--- src/rtl/lpm_pkg.sv ---
package lpm_pkg;
  typedef enum logic [1:0] {
    S_RUN    = 2'd0,
    S_STOP   = 2'd1,
    S_SUSP   = 2'd2,
    S_SETTLE = 2'd3
  } lpm_state_t;

  typedef enum logic [1:0] {
    RC_NONE = 2'b00,
    RC_PIN  = 2'b01,
    RC_MCD  = 2'b10,
    RC_INT  = 2'b11
  } rst_cause_t;

  localparam int IRQ_SRC_W = 2;
endpackage

--- src/rtl/lpm_reset_arb.sv ---
module lpm_reset_arb
  import lpm_pkg::*;
(
  input  logic       pin_rst,
  input  logic       mcd_rst,
  input  logic       mcd_en,
  input  logic       int_rst,
  input  logic       pin_only,
  output logic       accept,
  output rst_cause_t cause
);
  logic mcd_ok, int_ok;

  assign mcd_ok = mcd_rst && mcd_en && !pin_only;
  assign int_ok = int_rst && !pin_only;

  always_comb begin
    cause = RC_NONE;
    if (pin_rst)     cause = RC_PIN;
    else if (mcd_ok) cause = RC_MCD;
    else if (int_ok) cause = RC_INT;
  end

  assign accept = (cause != RC_NONE);
endmodule

--- src/rtl/lpm_settle_timer.sv ---
module lpm_settle_timer #(
  parameter int SETTLE_CYCLES = 16,
  localparam int CNT_W = (SETTLE_CYCLES > 1) ? $clog2(SETTLE_CYCLES) : 1
) (
  input  logic clk,
  input  logic rst,
  input  logic start,
  input  logic abort,
  output logic done
);
  logic [CNT_W-1:0] cnt;
  logic             run;

  assign done = run && (cnt == CNT_W'(SETTLE_CYCLES - 1));

  always_ff @(posedge clk) begin
    if (rst || abort) begin
      run <= 1'b0;
      cnt <= '0;
    end else if (start) begin
      run <= 1'b1;
      cnt <= '0;
    end else if (done) begin
      run <= 1'b0;
      cnt <= '0;
    end else if (run) begin
      cnt <= cnt + 1'b1;
    end
  end

  p_cnt_bound_r7: assert property (@(posedge clk) disable iff (rst)
    run |-> (int'(cnt) < SETTLE_CYCLES));
  p_idle_zero_r7: assert property (@(posedge clk) disable iff (rst)
    !run |-> (cnt == '0));
endmodule

--- src/rtl/lpm_wake_qual.sv ---
module lpm_wake_qual
  import lpm_pkg::*;
(
  input  logic                 clk,
  input  logic                 rst,
  input  logic                 armed,
  input  logic                 pm_wake,
  input  logic                 tmr_ovf,
  input  logic                 cmp_low,
  input  logic                 cmp_en,
  input  logic [IRQ_SRC_W-1:0] irq_en,
  input  logic                 take_wake,
  input  logic                 resume_evt,
  input  logic                 flush,
  input  logic                 irq_ack,
  output logic                 wake,
  output logic                 irq_pend
);
  logic irq_src_q;

  assign wake = armed && (pm_wake || tmr_ovf || (cmp_low && cmp_en));

  always_ff @(posedge clk) begin
    if (rst || flush) begin
      irq_src_q <= 1'b0;
      irq_pend  <= 1'b0;
    end else begin
      if (take_wake)
        irq_src_q <= (pm_wake && irq_en[0]) || (tmr_ovf && irq_en[1]);
      else if (resume_evt)
        irq_src_q <= 1'b0;
      if (resume_evt && irq_src_q) irq_pend <= 1'b1;
      else if (irq_ack)            irq_pend <= 1'b0;
    end
  end

  p_irq_with_resume_r8: assert property (@(posedge clk) disable iff (rst)
    $rose(irq_pend) |-> $past(resume_evt));
  p_irq_ack_r8: assert property (@(posedge clk) disable iff (rst)
    (irq_pend && irq_ack && !resume_evt && !flush) |=> !irq_pend);
endmodule

--- src/rtl/lpm_sequencer.sv ---
module lpm_sequencer
  import lpm_pkg::*;
#(
  parameter int SETTLE_CYCLES = 16
) (
  input  logic                 clk,
  input  logic                 rst,
  input  logic                 stop_req,
  input  logic                 susp_req,
  input  logic                 instr_done,
  input  logic                 reg_off_cfg,
  input  logic                 pm_wake,
  input  logic                 tmr_ovf,
  input  logic                 cmp_low,
  input  logic                 cmp_en,
  input  logic [IRQ_SRC_W-1:0] irq_en,
  input  logic                 irq_ack,
  input  logic                 pin_rst,
  input  logic                 mcd_rst,
  input  logic                 mcd_en,
  input  logic                 int_rst,
  output logic                 cpu_clk_en,
  output logic                 hfosc_en,
  output logic                 periph_clk_en,
  output logic                 reg_en,
  output logic                 resume_pulse,
  output logic                 rst_req,
  output logic [1:0]           rst_cause,
  output logic                 wake_irq_pend
);
  lpm_state_t st, nxt;
  rst_cause_t cause;
  logic accept, wake, settle_done;
  logic pend_stop, pend_susp, reg_off_q, reg_off_nxt;
  logic take_wake, resume_evt, pin_only;

  assign pin_only = (st == S_STOP) && reg_off_q;

  lpm_reset_arb u_arb (
    .pin_rst (pin_rst),
    .mcd_rst (mcd_rst),
    .mcd_en  (mcd_en),
    .int_rst (int_rst),
    .pin_only(pin_only),
    .accept  (accept),
    .cause   (cause)
  );

  lpm_wake_qual u_wake (
    .clk       (clk),
    .rst       (rst),
    .armed     (st == S_SUSP),
    .pm_wake   (pm_wake),
    .tmr_ovf   (tmr_ovf),
    .cmp_low   (cmp_low),
    .cmp_en    (cmp_en),
    .irq_en    (irq_en),
    .take_wake (take_wake),
    .resume_evt(resume_evt),
    .flush     (accept),
    .irq_ack   (irq_ack),
    .wake      (wake),
    .irq_pend  (wake_irq_pend)
  );

  lpm_settle_timer #(.SETTLE_CYCLES(SETTLE_CYCLES)) u_settle (
    .clk  (clk),
    .rst  (rst),
    .start(take_wake),
    .abort(accept),
    .done (settle_done)
  );

  always_comb begin
    nxt = st;
    if (accept) begin
      nxt = S_RUN;
    end else begin
      unique case (st)
        S_RUN: begin
          if (pend_stop && instr_done)      nxt = S_STOP;
          else if (pend_susp && instr_done) nxt = S_SUSP;
        end
        S_SUSP:   if (wake) nxt = S_SETTLE;
        S_SETTLE: if (settle_done) nxt = S_RUN;
        default:  nxt = st;
      endcase
    end
  end

  assign take_wake   = !accept && (st == S_SUSP) && wake;
  assign resume_evt  = !accept && (st == S_SETTLE) && settle_done;
  assign reg_off_nxt = (st == S_STOP) ? reg_off_q : reg_off_cfg;

  always_ff @(posedge clk) begin
    if (rst) begin
      st            <= S_RUN;
      pend_stop     <= 1'b0;
      pend_susp     <= 1'b0;
      reg_off_q     <= 1'b0;
      cpu_clk_en    <= 1'b1;
      hfosc_en      <= 1'b1;
      periph_clk_en <= 1'b1;
      reg_en        <= 1'b1;
      resume_pulse  <= 1'b0;
      rst_req       <= 1'b0;
      rst_cause     <= RC_NONE;
    end else begin
      st <= nxt;
      if (accept || st != S_RUN || nxt != S_RUN) begin
        pend_stop <= 1'b0;
        pend_susp <= 1'b0;
      end else begin
        pend_stop <= pend_stop | stop_req;
        pend_susp <= pend_susp | susp_req;
      end
      if (st == S_RUN && nxt == S_STOP) reg_off_q <= reg_off_cfg;
      else if (nxt != S_STOP)           reg_off_q <= 1'b0;
      cpu_clk_en    <= (nxt == S_RUN);
      periph_clk_en <= (nxt == S_RUN);
      hfosc_en      <= (nxt == S_RUN) || (nxt == S_SETTLE);
      reg_en        <= !((nxt == S_STOP) && reg_off_nxt);
      resume_pulse  <= resume_evt;
      rst_req       <= accept;
      rst_cause     <= accept ? cause : RC_NONE;
    end
  end

  p_osc_before_cpu_r7: assert property (@(posedge clk) disable iff (rst)
    resume_pulse |-> ($past(hfosc_en) && !$past(cpu_clk_en)));
  p_resume_single_r7: assert property (@(posedge clk) disable iff (rst)
    resume_pulse |=> !resume_pulse);
  p_cause_valid_r5: assert property (@(posedge clk) disable iff (rst)
    rst_req |-> (rst_cause != 2'b00 && cpu_clk_en && reg_en));
  p_req_single_r5: assert property (@(posedge clk) disable iff (rst)
    (rst_req && !pin_rst && !mcd_rst && !int_rst) |=> !rst_req);
  p_regoff_pin_only_r6: assert property (@(posedge clk) disable iff (rst)
    !reg_en |=> (!rst_req || rst_cause == 2'b01));
  p_stop_holds_r4: assert property (@(posedge clk) disable iff (rst)
    (st == S_STOP) |=> (!hfosc_en || rst_req));
  p_gates_agree_r3: assert property (@(posedge clk) disable iff (rst)
    !hfosc_en |-> (!cpu_clk_en && !periph_clk_en));
endmodule

--- config.mk ---
export PLATFORM = sky130hd
export DESIGN_NAME = lpm_sequencer
export DESIGN_NICKNAME = d
export VERILOG_FILES = /design/src/rtl/lpm_pkg.sv /design/src/rtl/lpm_reset_arb.sv /design/src/rtl/lpm_settle_timer.sv /design/src/rtl/lpm_wake_qual.sv /design/src/rtl/lpm_sequencer.sv
export SDC_FILE = /design/constraint.sdc
export NUM_CORES = 1
export LEC_CHECK = 0
export ABC_AREA = 1
export BUFFER_PORTS_ARGS = -buffer_cell sky130_fd_sc_hd__buf_2
export CORE_MARGIN = 8
export CORE_UTILIZATION = 30
export CTS_BUF_LIST = sky130_fd_sc_hd__clkbuf_4 sky130_fd_sc_hd__clkbuf_8
export CTS_CLUSTER_SIZE = 14
export DETAILED_ROUTE_END_ITERATION = 12
export PLACE_DENSITY = 0.5
export SETUP_SLACK_MARGIN = 0.2
export SYNTH_ARGS = -nofsm -noshare
export SYNTH_HDL_FRONTEND = slang
export SYNTH_SLANG_ARGS = --single-unit
--- constraint.sdc ---
create_clock -name clk -period 2.85 [get_ports clk]
set_clock_uncertainty 0.15 [all_clocks]
set_input_delay 0.57 -clock clk [delete_from_list [all_inputs] [get_ports clk]]
set_output_delay 0.57 -clock clk [all_outputs]
set_load 0.05 [all_outputs]
* Word-level counts from Yosys, hierarchy flattened
Index checks and enable logic that the tools add are counted.
** Word-level totals
- Bits in registers :: 19
- Input port bits :: 17
- Output and inout bits :: 9
- Logic and storage cells :: 83
** Operators by class
- $add $sub $neg :: 1
- Eq/ne operators :: 7
- Muxes and demuxes :: 18
- Bitwise gates (word level) :: 3
- Reduce and logical (&&, ||, !) cells :: 40
** Operators by type and width (number)
- logical AND 1 bit :: 18
- two-way mux 2 bit :: 8
- nonzero test 2 bit :: 7
- two-way mux 1 bit :: 9
- logical OR 1 bit :: 7
- equality test 2 bit, second input constant :: 3
- case mux 2 bit (3 select lines) :: 1
- adder 4 x 1 -> 4 bit, second input constant :: 1
- equality test 2 x 1 -> 1 bit, second input constant :: 2
- equality test 4 bit, second input constant :: 1
- logical NOT 2 bit :: 2
- OR reduction 2 bit :: 2
- logical NOT 1 bit :: 3
- OR reduction 3 bit :: 1
- != test 2 x 1 -> 1 bit, second input constant :: 1
- bitwise OR 1 bit :: 2
- NOT 1 bit :: 1

* Longest topological paths before layout
Gate-level depths: netlist of the first run.
- Word-level depth :: 13
- Gate-level depth with buffers :: 11
- Gate-level depth less buffers :: 11

* Modules after synthesis
A second synthesis of the first run with hierarchy kept.
** Second synthesis, totals
- Cells, all modules :: 132
- Area, all modules :: 908.4 µm²
** Modules (own cells, without submodules)
- lpm_sequencer :: instances 1, cells an instance 62, area each 480.5 µm², sequential area each 240.2 µm²
- lpm_settle_timer :: instances 1, cells an instance 36, area each 252.7 µm², sequential area each 100.1 µm²
- lpm_wake_qual :: instances 1, cells an instance 21, area each 122.6 µm², sequential area each 40.0 µm²
- lpm_reset_arb :: instances 1, cells an instance 13, area each 52.6 µm², sequential area each 0.0 µm²

* Worst setup path after synthesis of the first run
Ideal clock, no wire load.
- Path kind :: input to register
- Start :: in mcd_rst
- End :: reg hfosc_en
- Library setup time :: 123 ps
- Arrival :: 1531 ps
- Required time :: 2577 ps
- Setup slack :: 1045 ps
- Stages :: 8
- Buffers on the path :: 0
- Cells stage by stage :: nand2_1 -> nand2_1 -> nand2_2 -> nand2_4 -> inv_4 -> nand2_1 -> ha_1 -> or2_2
** On the way
- Word-level cells in the longest chain between the ends :: 8
- Elaborated cells between the ends (all ways) :: 9
- Classes of those cells :: 1 x eq/ne; 3 x mux; 5 x reduce/logical
** RTL lines
- from (decl) :: RTL line lpm_sequencer.sv:19 : input logic mcd_rst,
- logical AND 1 bit (*) (2 in series) :: RTL line lpm_reset_arb.sv:14 : assign mcd_ok = mcd_rst && mcd_en && !pin_only;
- two-way mux 2 bit (*) :: RTL line lpm_reset_arb.sv:20 : else if (mcd_ok) cause = RC_MCD;
- two-way mux 2 bit (*) :: RTL line lpm_reset_arb.sv:19 : if (pin_rst) cause = RC_PIN;
- nonzero test 2 bit (*) :: RTL line lpm_reset_arb.sv:24 : assign accept = (cause != RC_NONE);
- two-way mux 2 bit (*) :: RTL line lpm_sequencer.sv:76 : if (accept) begin
- equality test 2 bit / logical NOT 2 bit (equally long branches) :: RTL line lpm_sequencer.sv:121 : hfosc_en <= (nxt == S_RUN) || (nxt == S_SETTLE);
- logical OR 1 bit (*) :: RTL line lpm_sequencer.sv:121
- to (signal assigned) :: RTL line lpm_sequencer.sv:121
- to (decl) :: RTL line lpm_sequencer.sv:23 : output logic hfosc_en,
Mark *: on every way between the ends. The rest lies on a longest branch, timed or not.
A chain may end at the register's enable or synchronous reset.

* Final worst setup path of the first run
- Start :: reg u_settle.cnt[0]
- End :: reg hfosc_en
** On the way
- Word-level cells in the longest chain between the ends :: 7
- Elaborated cells between the ends (all ways) :: 8
- Classes of those cells :: 2 x eq/ne; 3 x mux; 3 x reduce/logical
** RTL lines
- from (decl) :: RTL line lpm_settle_timer.sv:11 : logic [CNT_W-1:0] cnt;
- from (signal assigned) :: RTL line lpm_settle_timer.sv:27 : cnt <= cnt + 1'b1;
- equality test 4 bit (*) :: RTL line lpm_settle_timer.sv:14 : assign done = run && (cnt == CNT_W'(SETTLE_CYCLES - 1));
- logical AND 1 bit (*) :: RTL line lpm_settle_timer.sv:14
- two-way mux 2 bit (*) :: RTL line lpm_sequencer.sv:85 : S_SETTLE: if (settle_done) nxt = S_RUN;
- case mux 2 bit (3 select lines) (*) :: RTL line lpm_sequencer.sv:79 : unique case (st)
- two-way mux 2 bit (*) :: RTL line lpm_sequencer.sv:76
- named net nxt[0] :: RTL line lpm_sequencer.sv:31 : lpm_state_t st, nxt;
- equality test 2 bit / logical NOT 2 bit (equally long branches) :: RTL line lpm_sequencer.sv:121
- logical OR 1 bit (*) :: RTL line lpm_sequencer.sv:121
The timed path passes the listed nets; every way through them passes the cells marked *.

==> impl_metrics.py, run 1 <==
metrics = {
    "status": {
        "status": "finished, final reports clean",
    },
    "layout": {
        "top_regs": "u_settle.cnt (4), rst_cause (2), st (2)",
        "fin_cells": 165,
        "largest_register_ffs": 4,
        "top_register": "u_settle.cnt",
        "final_util_pct": 38.0,
        "fillers": 307,
        "n_antenna_cell": 0,
        "final_area_sq_um": 1030,
        "drive_gt1_share_pct": 31.3,
        "fin_nets": 155,
        "syn_to_final_growth_pct": 21.7,
    },
    "sta": {
        "worstMarginPinSlew_ns": 0.243,
        "hold_ws_ns": 0.305,
        "setup_ws_ns": 0.957,
        "hold_viol_final": 0,
        "fin_setup_tns_ns": 0,
        "final_min_period_over_clock_period_pct": 66.4,
        "finalCriticalPeriod_ns": 1.89,
        "setup_viol": 0,
        "slew_violations": 0,
        "max-slew-margin-rel_pct": 83.8,
        "rsz0062_at_grt": "no",
        "fmax_mhz": 528,
    },
    "yosys": {
        "syn-mean-instance-area_sq_um": 7.98,
        "syn_inst": 106,
        "yosys_most_used_dff": "dfxtp_1",
        "ys_seq_area_share_pct": 45.0,
        "yosys-top-cells-area": "dfxtp_1 45%, nor2_1 9.3%, nand2_1 8.0%",
        "synth_cell_type_count": 25,
        "yosysWarnings": 0,
        "synth.cell_area_sq_um": 846,
        "yosysTopAreaCell": "dfxtp_1",
        "synth_seq_cells": 19,
        "synth_top_area_share_pct": 45.0,
        "ys_async_sr_fraction_pct": 0,
        "synth-edff-count": 0,
        "synthesis.nets": 126,
    },
    "detailed_routing": {
        "drtIter0Drc": 18,
        "viasPerCell": 4.52,
        "dr.pass1.iters": 3,
        "postRouteAntennaNets": 0,
        "via_count": 745,
        "wirelength_um": 1740,
        "wire_per_inst_um": 10.5,
        "drc": 0,
    },
    "grt": {
        "grt_pass1_wl_um": 3140,
        "antenna_found_initial": 0,
        "groute.usage.overall_pct": 7.54,
        "grt_max_degree": 12,
        "overflow": 0,
        "grt_pass1_vias": 785,
    },
    "critical_path": {
        "worst_ep_arrival_time_ns": 1.94,
        "critPathMaxFanout": 3,
        "r2r_start": "u_settle.cnt[0]",
        "cpMaxStageDelayCell": "dfxtp_1",
        "crit_start": "u_settle.cnt[0]",
        "r2r_slack_ns": 0.96,
        "max_stage_delay_ns": 0.39,
        "worstPathRequired_ns": 2.89,
        "regToRegEndpoint": "hfosc_en",
        "end_kind": "flop",
        "r2r.worst_path.cells": 10,
        "critical_path.cell_chain": "ha_1 -> nand2_2 -> nor2_4 -> a21oi_1 -> nor2_1 -> nand2_1 -> nand2_2 -> inv_1 -> ha_1 -> or2_2",
        "crit_type": "flop to flop",
        "crit_end": "hfosc_en",
        "cp.depth": 10,
        "startpoint_type": "flop",
        "crit_buf_inv": 1,
        "path_delay_family": "simple AND/OR/NAND/NOR gates",
    },
    "clock_tree": {
        "cts_hold_buf": 0,
        "cts_resized": 0,
        "numCtsBuffers": 3,
        "clkLatencyLatePin_ns": 0.29,
        "cts_root_buffer": "clkbuf_4",
        "clockBufferDepth": 2,
        "cts.sinks": 19,
        "clkSlewWorstSetupHoldPaths_ns": 0.12,
        "cts_setup_buffers": 0,
        "htreeDepth": 1,
        "cts_tree": "yes",
    },
    "die": {
        "num_rows": 19,
        "num_io_pins": 26,
        "die_w_um": 69.1,
        "die_h_um": 69.1,
        "core_area_sq_um": 2710,
        "start_util_pct": 31.2,
        "die_area_sq_um": 4770,
    },
    "place": {
        "numPortBuffers": 25,
        "gp_congestion": 0.729,
        "dpl.cell_count": 161,
        "placed_cell_area_sq_um": 1000,
        "place_hpwl_um": 1500,
        "place_ws_ns": 0.836,
    },
    "power_and_ir_drop": {
        "power.total_mw": 0.448,
        "ir_drop_uv": 157,
        "leakage_nw": 0.467,
        "p_per_area_nw_per_um2": 435,
    },
    "hold_path": {
        "min_path_type": "input port to flop",
    },
    "run": {
        "drv_cap": 0,
    },
}
## worst reg2reg max path, cell delays in order (launching register included)
cell     delay [ns]
dfxtp_1        0.39
ha_1           0.18
nand2_2        0.08
nor2_4         0.12
a21oi_1        0.10
nor2_1         0.09
nand2_1        0.07
nand2_2        0.08
inv_1          0.04
ha_1           0.25
or2_2          0.26
## metal layers
layer	wire [um]	vias to the layer above	global-route usage (%)
met5	0	-	0
met4	17	0	2.73
met3	71	2	2.29
met2	833	14	13.2
met1	815	339	8.29
li1	-	390	-
## cells in the mapped netlist, types with 2 or more instances
cell type and count:
nand4_1 3, nand3_2 2, o211ai_1 2, xor2_1 2, nor2_1 21, dfxtp_1 19, ha_1 3, or2_2 2
nand3_1 2, a21oi_1 3, nor3_1 3, nand2_1 18, inv_1 12, nand2_2 3
## power by group
group	switching (mW)	internal [mW]	leakage (nW)
clock network	0.0795	0.0521	0.0177
logic	0.0298	0.0164	0.295
registers	0.000965	0.269	0.154
## cell type report
| cell class | instances | area, sq um | share of cell area (%) |
|---|---|---|---|
| Clock buffer | 3 | 22.5 | 2.19 |
| Timing Repair Buffer | 25 | 125 | 12.2 |
| Multi-Input combinational cell | 73 | 407 | 39.5 |
| Clock inverter | 1 | 5.00 | 0.486 |
| Inverter | 13 | 51.3 | 4.98 |
| Sequential cell | 19 | 380 | 36.9 |
| Tap cell | 31 | 38.8 | 3.77 |
## kinds of logic after synthesis
logic type / share of synthesized area [%]
and+or+nand+nor: 33.4
adders and majority gates: 4.44
buffers and inverters: 6.95
DFF: 45.0
xor gates and xnor gates: 3.11
muxes: 1.18
AOI/OAI and AO/OA: 5.92
## how the worst min path moves through the flow
stage                           from         endpoint  depth (start not counted)
floorplan           u_wake.irq_src_q  u_wake.irq_pend                          2
global placement    u_wake.irq_src_q  u_wake.irq_pend                          2
detailed placement  u_wake.irq_src_q  u_wake.irq_pend                          2
CTS                          pin_rst     rst_cause[1]                          2
global route                 pin_rst     rst_cause[1]                          2
finish                       pin_rst     rst_cause[1]                          2
## cell usage in the layout, fill, tap and decap left out, types with 2 or more instances in the layout
cell	synthesis	routed
buf_2	0	25
nor2_1	21	21
dfxtp_1	19	19
nand2_1	18	18
inv_1	12	12
a21oi_1	3	3
nand2_2	3	3
nand4_1	3	3
nor3_1	3	3
ha_1	3	3
clkbuf_4	0	3
nand3_1	2	2
nand3_2	2	2
or2_2	2	2
o211ai_1	2	2
xor2_1	2	2
Note: power is estimated with default switching activity, not from simulation.
==> run 2, diff against run 1 <==
ABC_AREA = 0   (was 1)
clock period = 1.9 ns   (was 2.85 ns; I/O delays follow)
==> run 2 against run 1 <==
Compared with the run above: cell count decreased by 3.0%; setup slack got worse by 0.90 ns; worst hold slack got worse by 0.18 ns; critical path type unchanged; largest cell class unchanged; largest power group unchanged.
==> impl_metrics.py, run 2 <==
metrics = {
    "status": {
        "status": "finished, final reports clean",
    },
    "die": {
        "num_io_pins": 26,
        "die_w_um": 70.2,
        "num_rows": 19,
        "die_h_um": 70.2,
        "core_area_sq_um": 2780,
        "start_util_pct": 31.7,
        "die_area_sq_um": 4930,
    },
    "clock_tree": {
        "cts.sinks": 19,
        "numCtsBuffers": 3,
        "cts_hold_buf": 0,
        "cts_tree": "yes",
        "clkSlewWorstSetupHoldPaths_ns": 0.11,
        "clockBufferDepth": 2,
        "htreeDepth": 1,
        "clkLatencyLatePin_ns": 0.30,
        "cts_root_buffer": "clkbuf_4",
    },
    "detailed_routing": {
        "wirelength_um": 2280,
        "wl_met1_um": 1090,
        "viasPerCell": 4.91,
        "topRoutingLayerUsed": "met4",
        "met2_length_um": 1030,
        "via_count": 786,
        "dr.pass1.iters": 3,
        "postRouteAntennaNets": 0,
        "drc": 0,
        "drtIter0Drc": 33,
        "wl_met3_um": 116,
        "wire_per_inst_um": 14.2,
    },
    "place": {
        "numPortBuffers": 25,
        "place_hpwl_um": 1640,
        "gp_congestion": 0.744,
    },
    "sta": {
        "hold_ws_ns": 0.127,
        "setup_viol": 0,
        "hold_viol_final": 0,
        "rsz0062_at_grt": "yes",
        "fmax_mhz": 541,
        "slew_violations": 0,
        "fin_setup_tns_ns": 0,
        "max-slew-margin-rel_pct": 67.2,
        "finalCriticalPeriod_ns": 1.85,
        "worstMarginPinSlew_ns": 0.487,
        "final_min_period_over_clock_period_pct": 97.3,
    },
    "yosys": {
        "ys_async_sr_fraction_pct": 0,
        "syn-mean-instance-area_sq_um": 9.59,
        "synth-edff-count": 0,
        "synth_top_area_share_pct": 43.1,
        "ys_seq_area_share_pct": 43.1,
        "synth_commonest_cells": "19 x dfxtp_1, 7 x nand2_1, 6 x nor3_1, 4 x o21ai_0",
        "synthSimpleGateAreaFrac_pct": 20.9,
        "synth-xor-area-share_pct": 2.98,
        "muxShareOfSynthArea_pct": 1.13,
        "yosysTopAreaCell": "dfxtp_1",
        "synth_compound_area_share_pct": 21.8,
        "yosysWarnings": 0,
        "synth_fa_ha_area_share_pct": 4.26,
        "syn_inst": 92,
        "yosys-top-cells-area": "dfxtp_1 43%, ha_1 4.3%, nor3_1 3.4%",
        "synth_top_family_by_area": "compound AO/OA/AOI/OAI gates",
        "synth.cell_area_sq_um": 882,
        "yosys_most_used_dff": "dfxtp_1",
        "synth_seq_cells": 19,
        "synth_cell_type_count": 41,
        "synthesis.nets": 112,
        "synth.most_common_cell": "dfxtp_1",
    },
    "grt": {
        "groute.usage.overall_pct": 9.07,
        "overflow": 0,
        "antenna_found_initial": 0,
        "grt_pass1_wl_um": 3730,
        "grt_max_degree": 11,
        "grt_pass1_vias": 827,
    },
    "critical_path": {
        "r2r.worst_path.cells": 8,
        "critPathMaxFanout": 3,
        "crit_type": "flop to flop",
        "startpoint_type": "flop",
        "critical_path.cell_chain": "ha_4 -> nand4_1 -> o22ai_2 -> a22o_2 -> ha_4 -> nand2b_4 -> nor4_4 -> o21a_1",
        "worst_ep_arrival_time_ns": 1.95,
        "crit_start": "u_settle.cnt[1]",
        "r2r_start": "u_settle.cnt[1]",
        "cp_common_cell": "ha_4",
        "worstPathRequired_ns": 2.00,
        "end_kind": "flop",
        "crit_end": "pend_susp",
        "r2r_slack_ns": 0.05,
        "cpMaxStageDelayCell": "dfxtp_2",
        "max_stage_delay_ns": 0.37,
        "regToRegEndpoint": "pend_susp",
    },
    "layout": {
        "largest_register_ffs": 4,
        "top_register": "u_settle.cnt",
        "fillers": 268,
        "most-common-layout-cells": "25 x buf_2, 15 x dfxtp_1, 12 x buf_4",
        "fin_nets": 150,
        "layout_commonest_cell": "buf_2",
        "top_regs": "u_settle.cnt (4), rst_cause (2), st (2)",
        "n_antenna_cell": 0,
        "syn_to_final_growth_pct": 46.9,
        "drive_gt1_share_pct": 53.5,
    },
    "power_and_ir_drop": {
        "p_per_area_nw_per_um2": 542,
        "ir_drop_uv": 398,
        "leakage_nw": 0.489,
    },
    "run": {
        "drv_cap": 0,
    },
    "hold_path": {
        "min_path_type": "input port to flop",
    },
}
run 2: area by class of cell:
cell class / count / area [sq um] / area share (%)
sequential: 19 / 390 / 30.1
timing repair buffer: 39 / 238 / 18.3
multi-input combinational: 64 / 588 / 45.4
tap: 31 / 38.8 / 2.99
clock buffer: 4 / 30.0 / 2.32
inverter: 3 / 11.3 / 0.869
run 2: worst min-delay path by stage:
stage / cells after the start / startpoint / end
global route: 2 / susp_req / pend_susp
floorplan: 1 / pend_susp / pend_susp
finish: 2 / susp_req / pend_susp
detailed placement: 1 / pend_susp / pend_susp
CTS: 2 / susp_req / pend_susp
global placement: 1 / pend_susp / pend_susp
run 2: worst max-delay path: cells and delay by family, from the launching register on:
kind            cells  cell delay (ns)
simple gates        3             0.37
flops               1             0.37
compound gates      3             0.63
fa+ha+maj           2             0.28
run 2: kinds of logic (layout without fill, tap and decap cells):
kind of cell             after synthesis  after routing
AO/OA/AOI/OAI                         25             25
XOR/XNOR                               3              3
adder cells (fa/ha/maj)                3              3
buffers and inverters                  9             46
flip-flops                            19             19
multiplexers                           1              1
AND/OR/NAND/NOR                       32             32
run 2: routing by layer:
metal / track usage [%] / vias to the layer above
li1: - / 406
met1: 11.2 / 354
met2: 13.7 / 21
met3: 3.25 / 5
met4: 4.02 / 0
met5: 0 / -
run 2: what timing repair did:
item                                    in CTS  in global routing
buffers inserted                             2                  4
endpoints found under the setup margin       5                  7
pin swaps                                    4                  5
gates resized for setup                      8                 11
run 2: power by group:
part / internal [mW] / switching, mW / total (mW)
logic: 0.0326 / 0.0456 / 0.0782
registers: 0.401 / 0.00177 / 0.403
clock network: 0.0962 / 0.125 / 0.222
run 2: metrics by stage:
| stage | setup slack (ns) | total power, mW | util [%] | cells | instance area [sq um] |
|---|---|---|---|---|---|
| 3_3_place_gp | -0.00185 | 0.486 | 40.0 | 150 | 1110 |
| 3_5_place_dp | 0.0147 | 0.487 | 40.0 | 150 | 1110 |
| 5_1_grt | 0.00451 | 0.744 | 46.6 | 160 | 1300 |
| 4_1_cts | 0.101 | 0.708 | 43.5 | 156 | 1210 |
| 6_report | 0.0521 | 0.702 | 46.6 | 160 | 1300 |
| 2_1_floorplan | 0.198 | 0.456 | - | 92 | 938 |
==> run 3, diff against run 2 <==
GPL_TIMING_DRIVEN = 0   (was unset)
MAX_ROUTING_LAYER = met4   (was unset)
==> run 3 against run 2 <==
Compared with the run above: global-route usage fell by 0.41 points; cell area decreased by 0.87%; clock power about the same; wire length decreased by 5.2%; worst hold slack got worse by 0.022 ns; die area is the same; total power up 0.39%; utilization shrank 0.40 points; non-clock buffer count up 2; register-to-register slack better by 0.07 ns; critical endpoint is now hfosc_en; largest cell class unchanged.
==> impl_metrics.py, run 3 (synthesized netlist as in run 2, its figures left out) <==
metrics = {
    "status": {
        "status": "finished, final reports clean",
    },
    "hold_path": {
        "min_path_type": "input port to flop",
        "hp-start": "susp_req",
        "holdPathEnd": "pend_susp",
        "hold_depth": 2,
    },
    "power_and_ir_drop": {
        "power.total_mw": 0.705,
        "switchingPower_mw": 0.175,
        "p_seq_share_pct": 57.2,
        "p_per_area_nw_per_um2": 549,
        "netSwitchingFraction_pct": 24.8,
        "leakage_nw": 0.499,
        "power.internal_mw": 0.530,
        "clkPwrFrac_pct": 31.9,
        "power_frac_comb_pct": 10.8,
        "ir_drop_uv": 339,
    },
    "critical_path": {
        "r2r_start": "st[1]",
        "critPathMaxFanout": 10,
        "worstPathRequired_ns": 1.96,
        "r2r_slack_ns": 0.13,
        "worst_ep_arrival_time_ns": 1.84,
        "r2r.worst_path.cells": 6,
        "startpoint_type": "flop",
        "regToRegEndpoint": "hfosc_en",
        "end_kind": "flop",
        "crit_type": "flop to flop",
    },
    "clock_tree": {
        "clkLatencyLatePin_ns": 0.31,
        "numCtsBuffers": 3,
        "cts_root_buffer": "clkbuf_4",
        "clkSlewWorstSetupHoldPaths_ns": 0.12,
        "cts_tree": "yes",
        "htreeDepth": 1,
        "clockBufferDepth": 2,
        "cts.sinks": 19,
    },
    "grt": {
        "groute.usage.overall_pct": 8.66,
        "grt_pass1_vias": 804,
        "overflow": 0,
        "grt_pass1_wl_um": 3460,
        "antenna_found_initial": 0,
        "grt_max_degree": 11,
    },
    "sta": {
        "final_min_period_over_clock_period_pct": 93.3,
        "slew_violations": 0,
        "worstMarginPinSlew_ns": 0.523,
        "finalCriticalPeriod_ns": 1.77,
        "fin_setup_tns_ns": 0,
        "setup_viol": 0,
        "hold_viol_final": 0,
        "max-slew-margin-rel_pct": 64.7,
        "rsz0062_at_grt": "yes",
        "fmax_mhz": 564,
    },
    "place": {
        "dpl.cell_count": 147,
        "numPortBuffers": 24,
        "gp_congestion": 0.702,
        "place_hpwl_um": 1550,
    },
    "layout": {
        "syn_to_final_growth_pct": 45.7,
        "n_antenna_cell": 0,
        "largest_register_ffs": 4,
        "top_register": "u_settle.cnt",
        "fin_cells": 162,
        "most-common-layout-cells": "24 x buf_2, 15 x dfxtp_1, 12 x buf_4",
        "top_regs": "u_settle.cnt (4), rst_cause (2), st (2)",
        "drive_gt1_share_pct": 50.4,
        "fin_nets": 152,
        "layout_commonest_cell": "buf_2",
    },
    "die": {
        "die_h_um": 70.2,
        "core_area_sq_um": 2780,
        "die_area_sq_um": 4930,
        "start_util_pct": 31.7,
        "num_io_pins": 26,
        "num_rows": 19,
        "die_w_um": 70.2,
    },
    "detailed_routing": {
        "via_count": 792,
        "dr.pass1.iters": 2,
        "drtIter0Drc": 14,
        "wire_per_inst_um": 13.3,
        "postRouteAntennaNets": 0,
        "viasPerCell": 4.89,
        "drc": 0,
        "wirelength_um": 2160,
    },
    "run": {
        "drv_cap": 0,
    },
}
[run 3: layout make-up]
class	instances	area, sq um
sequential	19	388
multi-input combinational	64	541
timing repair buffer	35	220
fill	283	1500
clock buffer	4	30.0
inverter	3	11.3
tap	31	38.8
buffer	6	56.3
[run 3: metal layers]
| layer | share of wire, % | up-vias | wire length (um) | GRT usage, % |
|---|---|---|---|---|
| li1 | - | 409 | - | - |
| met1 | 48 | 359 | 1050 | 10.1 |
| met2 | 44 | 20 | 955 | 12.9 |
| met4 | 1.5 | 0 | 32 | 4.69 |
| met3 | 5.7 | 4 | 124 | 2.82 |
| met5 | 0 | - | 0 | - |
[run 3: how the worst max path moves through the flow]
stage / cells past startpoint / start / slack [ns] / end
after floorplan: 8 / u_settle.cnt[1] / 0.20 / pend_stop
after global placement: 8 / u_settle.run / -0.07 / pend_susp
after detailed placement: 8 / u_settle.run / -0.08 / pend_stop
after CTS: 8 / u_settle.cnt[1] / 0.12 / pend_stop
after global routing: 7 / pend_stop / 0.03 / pend_stop
final: 6 / st[1] / 0.13 / hfosc_en
[run 3: power by group through the flow]
stage | Clock [mW] | Combinational [mW] | Sequential [mW]
final | 0.225 | 0.0763 | 0.404
after CTS | 0.233 | 0.0752 | 0.405
after global routing | 0.249 | 0.0830 | 0.405
after detailed placement | 0 | 0.0716 | 0.414
after floorplan | 0 | 0.0263 | 0.430
after global placement | 0 | 0.0706 | 0.414
[run 3: repair_timing]
action,CTS,global route
buffers inserted,4,6
pin swaps,1,0
gates cloned,0,1
hold buffers,0,0
gates resized for setup,6,8
endpoints found under the setup margin,7,9
[run 3: critical path: stages, from the launching register on]
cell      delay, ns
dfxtp_2        0.36
buf_6          0.14
and3b_1        0.19
o22ai_2        0.20
a21boi_1       0.11
ha_1           0.30
or2_4          0.22
[run 3: metrics by stage]
stage	util [%]	hold WS [ns]	setup slack, ns	cell area [sq um]
2_1_floorplan	-	0.283	0.198	938
3_3_place_gp	39.5	0.302	-0.0663	1100
3_5_place_dp	39.5	0.299	-0.0778	1100
4_1_cts	42.8	0.101	0.119	1190
5_1_grt	46.2	0.105	0.0325	1280
6_report	46.2	0.105	0.127	1280
